File: src/rtl/iso_rx_pkg.sv
// Package: shared PID codes and the payload verdict rule.
// Assumes 4-bit PID fields as seen after decoding.
package iso_rx_pkg;

    localparam logic [3:0] PID_DATA0 = 4'b0011;
    localparam logic [3:0] PID_DATA1 = 4'b1011;
    localparam logic [3:0] PID_DATA2 = 4'b0111;

    typedef enum logic [1:0] {
        RXPID_D0   = 2'd0,
        RXPID_D1   = 2'd1,
        RXPID_D2   = 2'd2,
        RXPID_NONE = 2'd3
    } rxpid_e;

    // Map a raw PID to its short code; NONE for anything not a data PID.
    function automatic rxpid_e pid_classify(input logic [3:0] pid);
        case (pid)
            PID_DATA0: return RXPID_D0;
            PID_DATA1: return RXPID_D1;
            PID_DATA2: return RXPID_D2;
            default:   return RXPID_NONE;
        endcase
    endfunction

    // Payload is good only when the last PID matches the packet count.
    function automatic logic payload_ok(input rxpid_e code, input int unsigned npkt);
        return (code == RXPID_D0 && npkt == 1) ||
               (code == RXPID_D1 && npkt == 2) ||
               (code == RXPID_D2 && npkt == 3);
    endfunction

endpackage

File: src/rtl/iso_rx_gate.sv
// Module: acceptance gate for drained packets.
// Decides whether a packet counts: endpoint armed, frame parity matches
// the selector, and the PID is a data PID. Purely combinational.
module iso_rx_gate
    import iso_rx_pkg::*;
(
    input  logic       armed,
    input  logic       odd_sel,
    input  logic       frame_lsb,
    input  logic       pkt_done,
    input  logic [3:0] pkt_pid,
    output logic       accept,
    output rxpid_e     pid_code
);

    // Classify the PID and qualify the strobe.
    always_comb begin
        pid_code = pid_classify(pkt_pid);
        accept   = pkt_done && armed && (frame_lsb == odd_sel) &&
                   (pid_code != RXPID_NONE);
    end

endmodule

File: src/rtl/iso_rx_xfer.sv
// Module: transfer state of the endpoint.
// Holds the armed flag, parity selector, armed and remaining packet counts,
// remaining byte budget and last PID. Flags the end-of-transfer events.
// Assumes an arming write in the same cycle as a packet takes priority.
module iso_rx_xfer
    import iso_rx_pkg::*;
#(
    parameter int SIZE_W  = 11,
    parameter int PKT_W   = 2,
    parameter int MAX_PKT = 64,
    parameter int BYTE_W  = $clog2(MAX_PKT + 1)
) (
    input  logic              clk,
    input  logic              rst_n,
    input  logic              cfg_wr,
    input  logic              cfg_ep_en,
    input  logic              cfg_clr_nak,
    input  logic              cfg_odd_frame,
    input  logic [SIZE_W-1:0] cfg_xfer_size,
    input  logic [PKT_W-1:0]  cfg_pkt_cnt,
    input  logic              accept,
    input  rxpid_e            pid_code,
    input  logic [BYTE_W-1:0] pkt_bytes,
    input  logic              eopf_stb,
    input  logic              frame_lsb,
    output logic              armed,
    output logic              odd_sel,
    output rxpid_e            rx_pid,
    output logic              done_evt,
    output logic              incomp_evt,
    output logic [PKT_W-1:0]  evt_pkts,
    output logic [SIZE_W-1:0] evt_size,
    output rxpid_e            evt_pid
);

    logic [PKT_W-1:0]  init_cnt;
    logic [PKT_W-1:0]  pkt_left;
    logic [SIZE_W-1:0] size_left;
    logic              arm_req;
    logic              take;
    logic [PKT_W-1:0]  left_dec;
    logic [SIZE_W-1:0] size_dec;
    logic [SIZE_W-1:0] bytes_ext;
    logic              short_pkt;

    // Next-count arithmetic and end-of-transfer detection.
    always_comb begin
        arm_req    = cfg_wr && cfg_ep_en && cfg_clr_nak && (cfg_pkt_cnt != '0);
        take       = accept && !arm_req;
        bytes_ext  = SIZE_W'(pkt_bytes);
        left_dec   = pkt_left - PKT_W'(1);
        size_dec   = (bytes_ext > size_left) ? '0 : (size_left - bytes_ext);
        short_pkt  = pkt_bytes < BYTE_W'(MAX_PKT);
        done_evt   = take && ((left_dec == '0) || short_pkt);
        incomp_evt = armed && !arm_req && eopf_stb && (frame_lsb == odd_sel) && !done_evt;
        evt_pkts   = init_cnt - (take ? left_dec : pkt_left);
        evt_size   = take ? size_dec : size_left;
        evt_pid    = take ? pid_code : rx_pid;
    end

    // State registers: arm load, per-packet countdown, self-disarm.
    always_ff @(posedge clk) begin
        if (!rst_n) begin
            armed     <= 1'b0;
            odd_sel   <= 1'b0;
            init_cnt  <= '0;
            pkt_left  <= '0;
            size_left <= '0;
            rx_pid    <= RXPID_D0;
        end else if (arm_req) begin
            armed     <= 1'b1;
            odd_sel   <= cfg_odd_frame;
            init_cnt  <= cfg_pkt_cnt;
            pkt_left  <= cfg_pkt_cnt;
            size_left <= cfg_xfer_size;
        end else begin
            if (take) begin
                rx_pid    <= pid_code;
                pkt_left  <= left_dec;
                size_left <= size_dec;
            end
            if (done_evt || incomp_evt) begin
                armed <= 1'b0;
            end
        end
    end

    // the gate only passes packets of the selected frame parity
    assert_parity_gate_R1: assert property (@(posedge clk) disable iff (!rst_n)
        accept |-> (frame_lsb == odd_sel));

    // each accepted packet takes exactly one off the packet count
    assert_pkt_dec_R5: assert property (@(posedge clk) disable iff (!rst_n)
        take |=> (pkt_left == $past(pkt_left) - PKT_W'(1)));

    // the endpoint disarms after either terminating event
    assert_disarm_R10: assert property (@(posedge clk) disable iff (!rst_n)
        (done_evt || incomp_evt) |=> !armed);

    // a valid arming write leaves the endpoint armed
    assert_arm_R2: assert property (@(posedge clk) disable iff (!rst_n)
        arm_req |=> armed);

endmodule

File: src/rtl/iso_rx_verdict.sv
// Module: result register stage.
// Registers the event pulses and the verdict so that all outputs change on
// the clock edge after the event. Holds result fields between events.
module iso_rx_verdict
    import iso_rx_pkg::*;
#(
    parameter int SIZE_W = 11,
    parameter int PKT_W  = 2
) (
    input  logic              clk,
    input  logic              rst_n,
    input  logic              done_evt,
    input  logic              incomp_evt,
    input  logic [PKT_W-1:0]  evt_pkts,
    input  logic [SIZE_W-1:0] evt_size,
    input  rxpid_e            evt_pid,
    output logic              xfer_cmpl,
    output logic              iso_incomplete,
    output logic              res_valid,
    output logic              res_good,
    output logic [PKT_W-1:0]  res_pkts,
    output logic [SIZE_W-1:0] res_size_left
);

    // Pulse outputs and latch verdict fields on any terminating event.
    always_ff @(posedge clk) begin
        if (!rst_n) begin
            xfer_cmpl      <= 1'b0;
            iso_incomplete <= 1'b0;
            res_valid      <= 1'b0;
            res_good       <= 1'b0;
            res_pkts       <= '0;
            res_size_left  <= '0;
        end else begin
            xfer_cmpl      <= done_evt;
            iso_incomplete <= incomp_evt;
            res_valid      <= done_evt || incomp_evt;
            if (done_evt || incomp_evt) begin
                res_good      <= payload_ok(evt_pid, int'(evt_pkts));
                res_pkts      <= evt_pkts;
                res_size_left <= evt_size;
            end else begin
                res_good      <= 1'b0;
            end
        end
    end

    // the two terminating events are exclusive
    assert_one_event_R8: assert property (@(posedge clk) disable iff (!rst_n)
        !(xfer_cmpl && iso_incomplete));

    // a good verdict implies a packet count of 1 to 3
    assert_good_count_R7: assert property (@(posedge clk) disable iff (!rst_n)
        res_good |-> (res_valid && res_pkts != '0));

    // the verdict strobe only accompanies an event pulse
    assert_valid_pair_R11: assert property (@(posedge clk) disable iff (!rst_n)
        res_valid |-> (xfer_cmpl || iso_incomplete));

    // completion is a single-cycle pulse
    assert_cmpl_pulse_R11: assert property (@(posedge clk) disable iff (!rst_n)
        xfer_cmpl |=> !xfer_cmpl);

endmodule

File: src/rtl/iso_out_ep_rx.sv
// Module: isochronous OUT endpoint receive controller (top).
// Connects the acceptance gate, the transfer state and the result stage.
// Assumes pkt_done marks a packet whose data and status have left the FIFO,
// and that frame_num is stable for the whole frame.
module iso_out_ep_rx
    import iso_rx_pkg::*;
#(
    parameter int SIZE_W  = 11,
    parameter int PKT_W   = 2,
    parameter int FRAME_W = 11,
    parameter int MAX_PKT = 64,
    parameter int BYTE_W  = $clog2(MAX_PKT + 1)
) (
    input  logic               clk,
    input  logic               rst_n,
    input  logic               cfg_wr,
    input  logic               cfg_ep_en,
    input  logic               cfg_clr_nak,
    input  logic               cfg_odd_frame,
    input  logic [SIZE_W-1:0]  cfg_xfer_size,
    input  logic [PKT_W-1:0]   cfg_pkt_cnt,
    input  logic [FRAME_W-1:0] frame_num,
    input  logic               eopf_stb,
    input  logic               pkt_done,
    input  logic [3:0]         pkt_pid,
    input  logic [BYTE_W-1:0]  pkt_bytes,
    output logic               ep_armed,
    output logic [1:0]         rx_pid_code,
    output logic               xfer_cmpl,
    output logic               iso_incomplete,
    output logic               res_valid,
    output logic               res_good,
    output logic [PKT_W-1:0]   res_pkts,
    output logic [SIZE_W-1:0]  res_size_left
);

    logic              armed;
    logic              odd_sel;
    logic              accept;
    rxpid_e            pid_code;
    rxpid_e            rx_pid;
    logic              done_evt;
    logic              incomp_evt;
    logic [PKT_W-1:0]  evt_pkts;
    logic [SIZE_W-1:0] evt_size;
    rxpid_e            evt_pid;

    iso_rx_gate u_gate (
        .armed     (armed),
        .odd_sel   (odd_sel),
        .frame_lsb (frame_num[0]),
        .pkt_done  (pkt_done),
        .pkt_pid   (pkt_pid),
        .accept    (accept),
        .pid_code  (pid_code)
    );

    iso_rx_xfer #(
        .SIZE_W  (SIZE_W),
        .PKT_W   (PKT_W),
        .MAX_PKT (MAX_PKT),
        .BYTE_W  (BYTE_W)
    ) u_xfer (
        .clk           (clk),
        .rst_n         (rst_n),
        .cfg_wr        (cfg_wr),
        .cfg_ep_en     (cfg_ep_en),
        .cfg_clr_nak   (cfg_clr_nak),
        .cfg_odd_frame (cfg_odd_frame),
        .cfg_xfer_size (cfg_xfer_size),
        .cfg_pkt_cnt   (cfg_pkt_cnt),
        .accept        (accept),
        .pid_code      (pid_code),
        .pkt_bytes     (pkt_bytes),
        .eopf_stb      (eopf_stb),
        .frame_lsb     (frame_num[0]),
        .armed         (armed),
        .odd_sel       (odd_sel),
        .rx_pid        (rx_pid),
        .done_evt      (done_evt),
        .incomp_evt    (incomp_evt),
        .evt_pkts      (evt_pkts),
        .evt_size      (evt_size),
        .evt_pid       (evt_pid)
    );

    iso_rx_verdict #(
        .SIZE_W (SIZE_W),
        .PKT_W  (PKT_W)
    ) u_verdict (
        .clk            (clk),
        .rst_n          (rst_n),
        .done_evt       (done_evt),
        .incomp_evt     (incomp_evt),
        .evt_pkts       (evt_pkts),
        .evt_size       (evt_size),
        .evt_pid        (evt_pid),
        .xfer_cmpl      (xfer_cmpl),
        .iso_incomplete (iso_incomplete),
        .res_valid      (res_valid),
        .res_good       (res_good),
        .res_pkts       (res_pkts),
        .res_size_left  (res_size_left)
    );

    // Expose endpoint state.
    always_comb begin
        ep_armed    = armed;
        rx_pid_code = rx_pid;
    end

endmodule

File: config.mk
export PLATFORM = sky130hd
export DESIGN_NAME = iso_out_ep_rx
export DESIGN_NICKNAME = d
export VERILOG_FILES = /design/src/rtl/iso_rx_pkg.sv /design/src/rtl/iso_rx_gate.sv /design/src/rtl/iso_rx_xfer.sv /design/src/rtl/iso_rx_verdict.sv /design/src/rtl/iso_out_ep_rx.sv
export SDC_FILE = /design/constraint.sdc
export NUM_CORES = 1
export LEC_CHECK = 0
export ABC_CLOCK_PERIOD_IN_PS = 4800
export BUFFER_PORTS_ARGS = -buffer_cell sky130_fd_sc_hd__buf_2
export CAP_MARGIN = 20
export CORE_MARGIN = 4
export CORE_UTILIZATION = 53
export CTS_CLUSTER_DIAMETER = 120
export CTS_CLUSTER_SIZE = 25
export DETAILED_ROUTE_END_ITERATION = 6
export GPL_TIMING_DRIVEN = 0
export PLACE_DENSITY = 0.84
export SETUP_SLACK_MARGIN = 0.15
export SYNTH_ARGS = -nofsm -noshare
export SYNTH_HDL_FRONTEND = slang
export SYNTH_SLANG_ARGS = --single-unit
File: constraint.sdc
create_clock -name clk -period 4.8 [get_ports clk]
set_input_delay 0.72 -clock clk [delete_from_list [all_inputs] [get_ports clk]]
set_output_delay 0.72 -clock clk [all_outputs]
set_load 0.01 [all_outputs]
==> flow_summary.toml, run 1 <==
[pwr]
power_uw = 608
p_sw_uw = 154
max-vdd-ir-drop_mv = 0.195
swShare_pct = 25.3
p_int_uw = 454
p_clk_share_pct = 34.9
seqPwrFrac_pct = 51.3
combinationalPowerShare_pct = 13.8
powerDensity_nw_per_um2 = 272
p_leak_nw = 0.999

[setup_path]
critPathMaxFanout = 10
criticalPathCategory = "in2reg"
timing.rr.end = "u_verdict.res_good"
start_kind = "primary input"
r2r_setup_slack_ns = 2.29
end_kind = "register"
crit_path_start = "cfg_pkt_cnt[1]"
cp_data_required_time_ns = 5.06
r2r_cells = 11
crit_end = "u_verdict.res_good"
rr_startpoint = "u_xfer.odd_sel"
worstPathArrival_ns = 3.10

[floorplanning]
start_util_pct = 55.2
num_rows = 21
die-area_um2 = 4480
die_y_um = 67.0
die_w_um = 67.0
coreArea_um2 = 3340
io_pins = 63

[synth]
synth.avg_cell_area_um2 = 8.49
synth_cell_type_count = 38
synth_compound_area_share_pct = 25.2
synthMuxAreaShare_pct = 1.09
yosysSeqAreaShare_pct = 39.1
ys.flop_type = "dfxtp_1"
synth-edff-count = 0
yosys_warnings = 0
async_flop_share_pct = 0
synth-simple-area-share_pct = 17.3
syn-cell-area_um2 = 1840
synth_cells = 217
ys_ff_latch = 36
synth-xor-area-share_pct = 4.76
synthAdderAreaFrac_pct = 7.88
synth_top_family_by_area = "compound AO/OA/AOI/OAI gates"
synth_fp_nets = 271

[routing]
final_antenna_net_count = 0
met3_length_um = 335
drtIter0Drc = 89
via_count = 1770
wl_mm = 4.53
routedWlPerCell_um = 14.0
vias_per_cell = 5.48
routedLengthMet1_mm = 1.99
highest_layer = "met4"
wl_met2_mm = 2.16
drc = 0
firstDrtPassIters = 6

[grt]
grt_pass1_vias = 1742
grt_overflow_total = 0
grt_pass1_wl_mm = 7.53
grt_usage_pct = 22.0
grt_max_degree = 12
antenna_found_initial = 0

[clocking]
cts_setup_buffers = 0
cts_tree = "yes"
clk_latency_ns = 0.34
clkSinkCount = 36
path_clk_slew_ns = 0.11
cts_buffer_depth = 2
ctsHtreeMaxLevel = 2
cts_made_buffers = 5
cts_root_buffer = "clkbuf_4"
ctsHoldBuffers = 0
cts_resized = 0

[timing]
fin_crit_ns = 2.84
period_share_pct = 59.2
setup_ws_ns = 1.96
slew_violations = 0
slew_headroom_pct = 58.9
finClkSkew_ns = 0.0101
whs_ns = 0.472
fmax_mhz = 352
setup_tns_ns = 0
worst_slew_pin_slew_ns = 0.617
finalHoldViolCount = 0
rsz0062_at_grt = "false"
setup_viol = 0

[cells_and_area]
instances_no_fill = 323
synthToLayoutAreaGrowth_pct = 21.4
final_layout_size_suffix_gt1_share_pct = 23.8
fin_nets = 330
n_antenna_cell = 0

[outcome]
run_status = "finished clean"

[hold_path]
hold_path_class = "reg2reg"

[flow_run]
maxCapViolations = 0

[placement]
dp_hpwl_mm = 3.45
routabilityCongestion = 0.826
numPortBuffers = 52
placed_cells = 315
post-place-ws_ns = 1.61
==> worst max-delay path: stages <==
cell and delay (ns):
buf_2 0.12, o2111ai_2 0.29, and3_1 0.27, nand2b_1 0.06
buf_2 0.17, buf_2 0.21, xnor2_1 0.28, ha_1 0.22
xor2_1 0.18, xnor2_1 0.22, nand3_1 0.12, o32ai_1 0.23
==> layout make-up <==
cell class | instances | area [um^2]
clock buffer | 6 | 41.3
inverter | 13 | 48.8
tap | 46 | 57.6
timing repair buffer | 52 | 260
buffer | 9 | 36.3
fill | 297 | 1100
clock inverter | 2 | 35.0
multi-input combinational | 159 | 1040
sequential | 36 | 721
==> registers in the layout (all words and copies together), names as in the netlist <==
register	count
u_xfer.size_left	11
u_verdict.xfer_cmpl	1
u_verdict.res_pkts	2
u_verdict.res_valid	1
u_xfer.init_cnt	2
u_xfer.armed	1
u_xfer.pkt_left	2
u_verdict.res_good	1
u_verdict.iso_incomplete	1
u_verdict.res_size_left	11
u_xfer.rx_pid	2
u_xfer.odd_sel	1
==> routing by layer <==
metal  vias up  global-route usage, %
met3         5                   4.38
met1       810                   27.2
li1        891                      -
met2        64                   37.7
met5         -                      0
met4         0                   7.85
==> how the worst min path moves through the flow <==
stage                    endpoint  slack [ns]                from  cells after the start
2_1_floorplan  u_xfer.init_cnt[0]        0.44  u_xfer.init_cnt[0]                      2
3_3_place_gp   u_xfer.init_cnt[0]        0.44  u_xfer.init_cnt[0]                      2
3_5_place_dp   u_xfer.init_cnt[0]        0.45  u_xfer.init_cnt[0]                      2
4_1_cts        u_xfer.init_cnt[0]        0.47  u_xfer.init_cnt[0]                      2
5_1_grt            u_xfer.odd_sel        0.50      u_xfer.odd_sel                      2
6_report       u_xfer.init_cnt[0]        0.47  u_xfer.init_cnt[0]                      2
==> through the flow <==
step / area [um^2] / util (%)
CTS: 2240 / 67.0
global route: 2240 / 67.0
global placement: 2160 / 64.7
finish: 2240 / 67.0
floorplan: 1840 / -
detailed placement: 2160 / 64.7
==> cell usage in the layout (no fill, tap or decap), types with 3 or more instances in the layout <==
cell      count
o21a_1        5
clkbuf_4      5
ha_1         10
nand2_1      22
dfxtp_1      36
a31oi_1      11
a21o_1        3
nand3_1       6
xnor2_1       6
nor2_1       12
clkbuf_1      8
nand2b_1      5
buf_2        54
o21ai_0      21
xor2_1        4
inv_1        13
nor3_1        3
nor2b_1       4
or3_1         4
and3_1        3
a21oi_1      17
==> cells by family after synthesis <==
group           Yosys count
compound gates           73
buf+inv                  22
mux                       2
fa+ha+maj                11
simple gates             63
xor+xnor                 10
flops                    36
==> synthesized netlist by cell type, types with 2 or more instances <==
cell      number  share of area (%)
buf_2          2               0.54
a211oi_1       2               0.81
or3_1          4                1.4
dfxtp_1       36                 39
nand3_1        6                1.6
nor3_1         3               0.81
clkbuf_1       7                1.4
a31oi_1       11                3.7
a21o_1         3                1.2
a32o_1         2                1.1
inv_1         13                2.6
mux2i_1        2                1.1
xor2_1         4                1.9
and3_1         3                1.0
nand2b_1       5                1.7
o21a_1         5                2.0
nor2b_1        4                1.4
ha_1          10                6.8
nand2_1       22                4.5
a22oi_1        2               0.81
a21oi_1       17                4.6
o21ai_0       21                5.7
xnor2_1        6                2.9
nor2_1        12                2.4
o311a_1        2                1.1
==> power by group through the flow <==
stage	clock network [mW]	logic, mW	registers, mW
after floorplan	0	0.0517	0.319
after global placement	0	0.0806	0.318
after detailed placement	0	0.0827	0.319
after CTS	0.213	0.0834	0.312
after global routing	0.226	0.0941	0.313
final	0.212	0.0839	0.312
Note: power is estimated with default switching activity, not from simulation.
==> run 2: changes to the inputs <==
ABC_CLOCK_PERIOD_IN_PS = 2900   (was 4800)
CORE_UTILIZATION = 50   (was 53)
PLACE_DENSITY = 0.8   (was 0.84)
clock period = 2.9 ns   (was 4.8 ns; I/O delays follow)
==> run 2 against run 1 <==
Effect of this change:
- via count is 0.40% higher
- sequential power is 65% higher
- routed wire length is 0.31% higher
- register-to-register slack worse by 1.9 ns
- count of clock-buffer cells in the layout is 1 higher
- cell area is 2.6% higher
- sequential cell count stayed put
- critical path type unchanged
- die area is 5.3% higher
==> flow_summary.toml, run 2 (same netlist as run 1, synthesis figures left out) <==
[pwr]
swShare_pct = 22.4
powerDensity_nw_per_um2 = 491
p_clk_share_pct = 41.9
p_int_uw = 874
p_leak_nw = 1.03
p_sw_uw = 253
combinationalPowerShare_pct = 12.3
seqPwrFrac_pct = 45.8
max-vdd-ir-drop_mv = 0.309

[timing]
fmax_mhz = 398
worst_slew_pin_slew_ns = 0.536
fin_crit_ns = 2.51
setup_tns_ns = 0
finClkSkew_ns = 0.00764
slew_violations = 0
setup_viol = 0
finalHoldViolCount = 0
slew_headroom_pct = 64.2
setup_ws_ns = 0.390
period_share_pct = 86.5
rsz0062_at_grt = "false"

[grt]
grt_max_degree = 12
antenna_found_initial = 0
grt_usage_pct = 20.9
grt_pass1_wl_mm = 7.31
grt_overflow_total = 0
grt_pass1_vias = 1597

[cells_and_area]
final_common_cell = "buf_2"
synthToLayoutAreaGrowth_pct = 24.5
instances_no_fill = 323
fin_nets = 330
n_antenna_cell = 0
final_cell_mix = "54 x buf_2, 36 x dfxtp_1, 22 x nand2_1, 21 x o21ai_0, 17 x a21oi_1"
final_layout_size_suffix_gt1_share_pct = 24.5
top_regs = "u_verdict.res_size_left: 11 flops, u_xfer.size_left: 11 flops"

[clocking]
clkSinkCount = 36
cts_root_buffer = "clkbuf_8"
cts_buffer_depth = 2
path_clk_slew_ns = 0.07
cts_made_buffers = 5
ctsHtreeMaxLevel = 2
clk_latency_ns = 0.28
cts_tree = "yes"

[setup_path]
critPathMaxFanout = 10
worstPathArrival_ns = 2.70
r2r_setup_slack_ns = 0.42
start_kind = "primary input"
end_kind = "register"
criticalPathCategory = "in2reg"
cp_data_required_time_ns = 3.09

[placement]
post-place-ws_ns = 0.0455
numPortBuffers = 52
dp_hpwl_mm = 3.41
routabilityCongestion = 0.854
placed_cells = 315

[routing]
routedWlPerCell_um = 14.1
vias_per_cell = 5.50
via_count = 1777
drc = 0
final_antenna_net_count = 0
drtIter0Drc = 107
wl_mm = 4.55
firstDrtPassIters = 4

[floorplanning]
coreArea_um2 = 3440
start_util_pct = 53.5
die_w_um = 68.7
die-area_um2 = 4720
num_rows = 21
io_pins = 63
die_y_um = 68.7

[flow_run]
maxCapViolations = 0

[hold_path]
hold_path_class = "in2reg"

[outcome]
run_status = "finished clean"
## run 2: cell type report
cell class,count,area (um^2)
Timing Repair Buffer,52,260
Inverter,13,48.8
Clock inverter,1,30.0
Buffer,9,36.3
Fill cell,289,1150
Tap cell,46,57.6
Multi-Input combinational cell,159,1040
Sequential cell,36,721
Clock buffer,7,96.3
## run 2: worst paths after layout
path                                     startpoint  depth (start not counted)                     endpoint
worst min-delay path                   pkt_bytes[6]                          2          u_verdict.xfer_cmpl
worst min register to register   u_xfer.init_cnt[1]                          2           u_xfer.init_cnt[1]
worst max-delay path                 cfg_pkt_cnt[1]                         12           u_verdict.res_good
worst max register to register  u_xfer.size_left[0]                         11  u_verdict.res_size_left[10]
## run 2: repair_timing
| action | CTS | global route |
|---|---|---|
| setup endpoints to repair | 0 | 1 |
| hold buffers | 0 | 0 |
| setup buffers | 0 | 0 |
| resized for setup | 0 | 1 |
## run 2: worst max-delay path, cell delays in order
cell and delay, ns:
buf_2 0.12, o2111ai_2 0.24, and3_1 0.30, nand2b_1 0.07, buf_2 0.16, buf_2 0.21
xnor2_2 0.18, ha_1 0.22, xor2_1 0.15, xnor2_1 0.28, nand3_1 0.12, o32ai_1 0.22
## run 2: stage by stage
step	power [mW]	util, %	hold slack (ns)	area [um^2]
floorplan	0.613	-	0.436	1840
global placement	0.661	62.7	0.447	2160
detailed placement	0.663	62.7	0.464	2160
CTS	1.13	66.4	0.371	2290
global route	1.17	66.6	0.370	2290
finish	1.13	66.6	0.372	2290
## run 2: routing by layer
metal	routed length, um	global-route usage (%)	share of wire, %
met5	0	0	0
met2	2130	32.9	47
met4	34	6.57	0.75
met1	2100	28.6	46
met3	287	4.54	6.3
## run 2: power by group through the flow
stage	clock network [mW]	logic [mW]	registers, mW
4_1_cts	0.476	0.137	0.516
6_report	0.472	0.138	0.516
3_5_place_dp	0	0.136	0.527
5_1_grt	0.500	0.156	0.517
3_3_place_gp	0	0.134	0.527
2_1_floorplan	0	0.0856	0.528
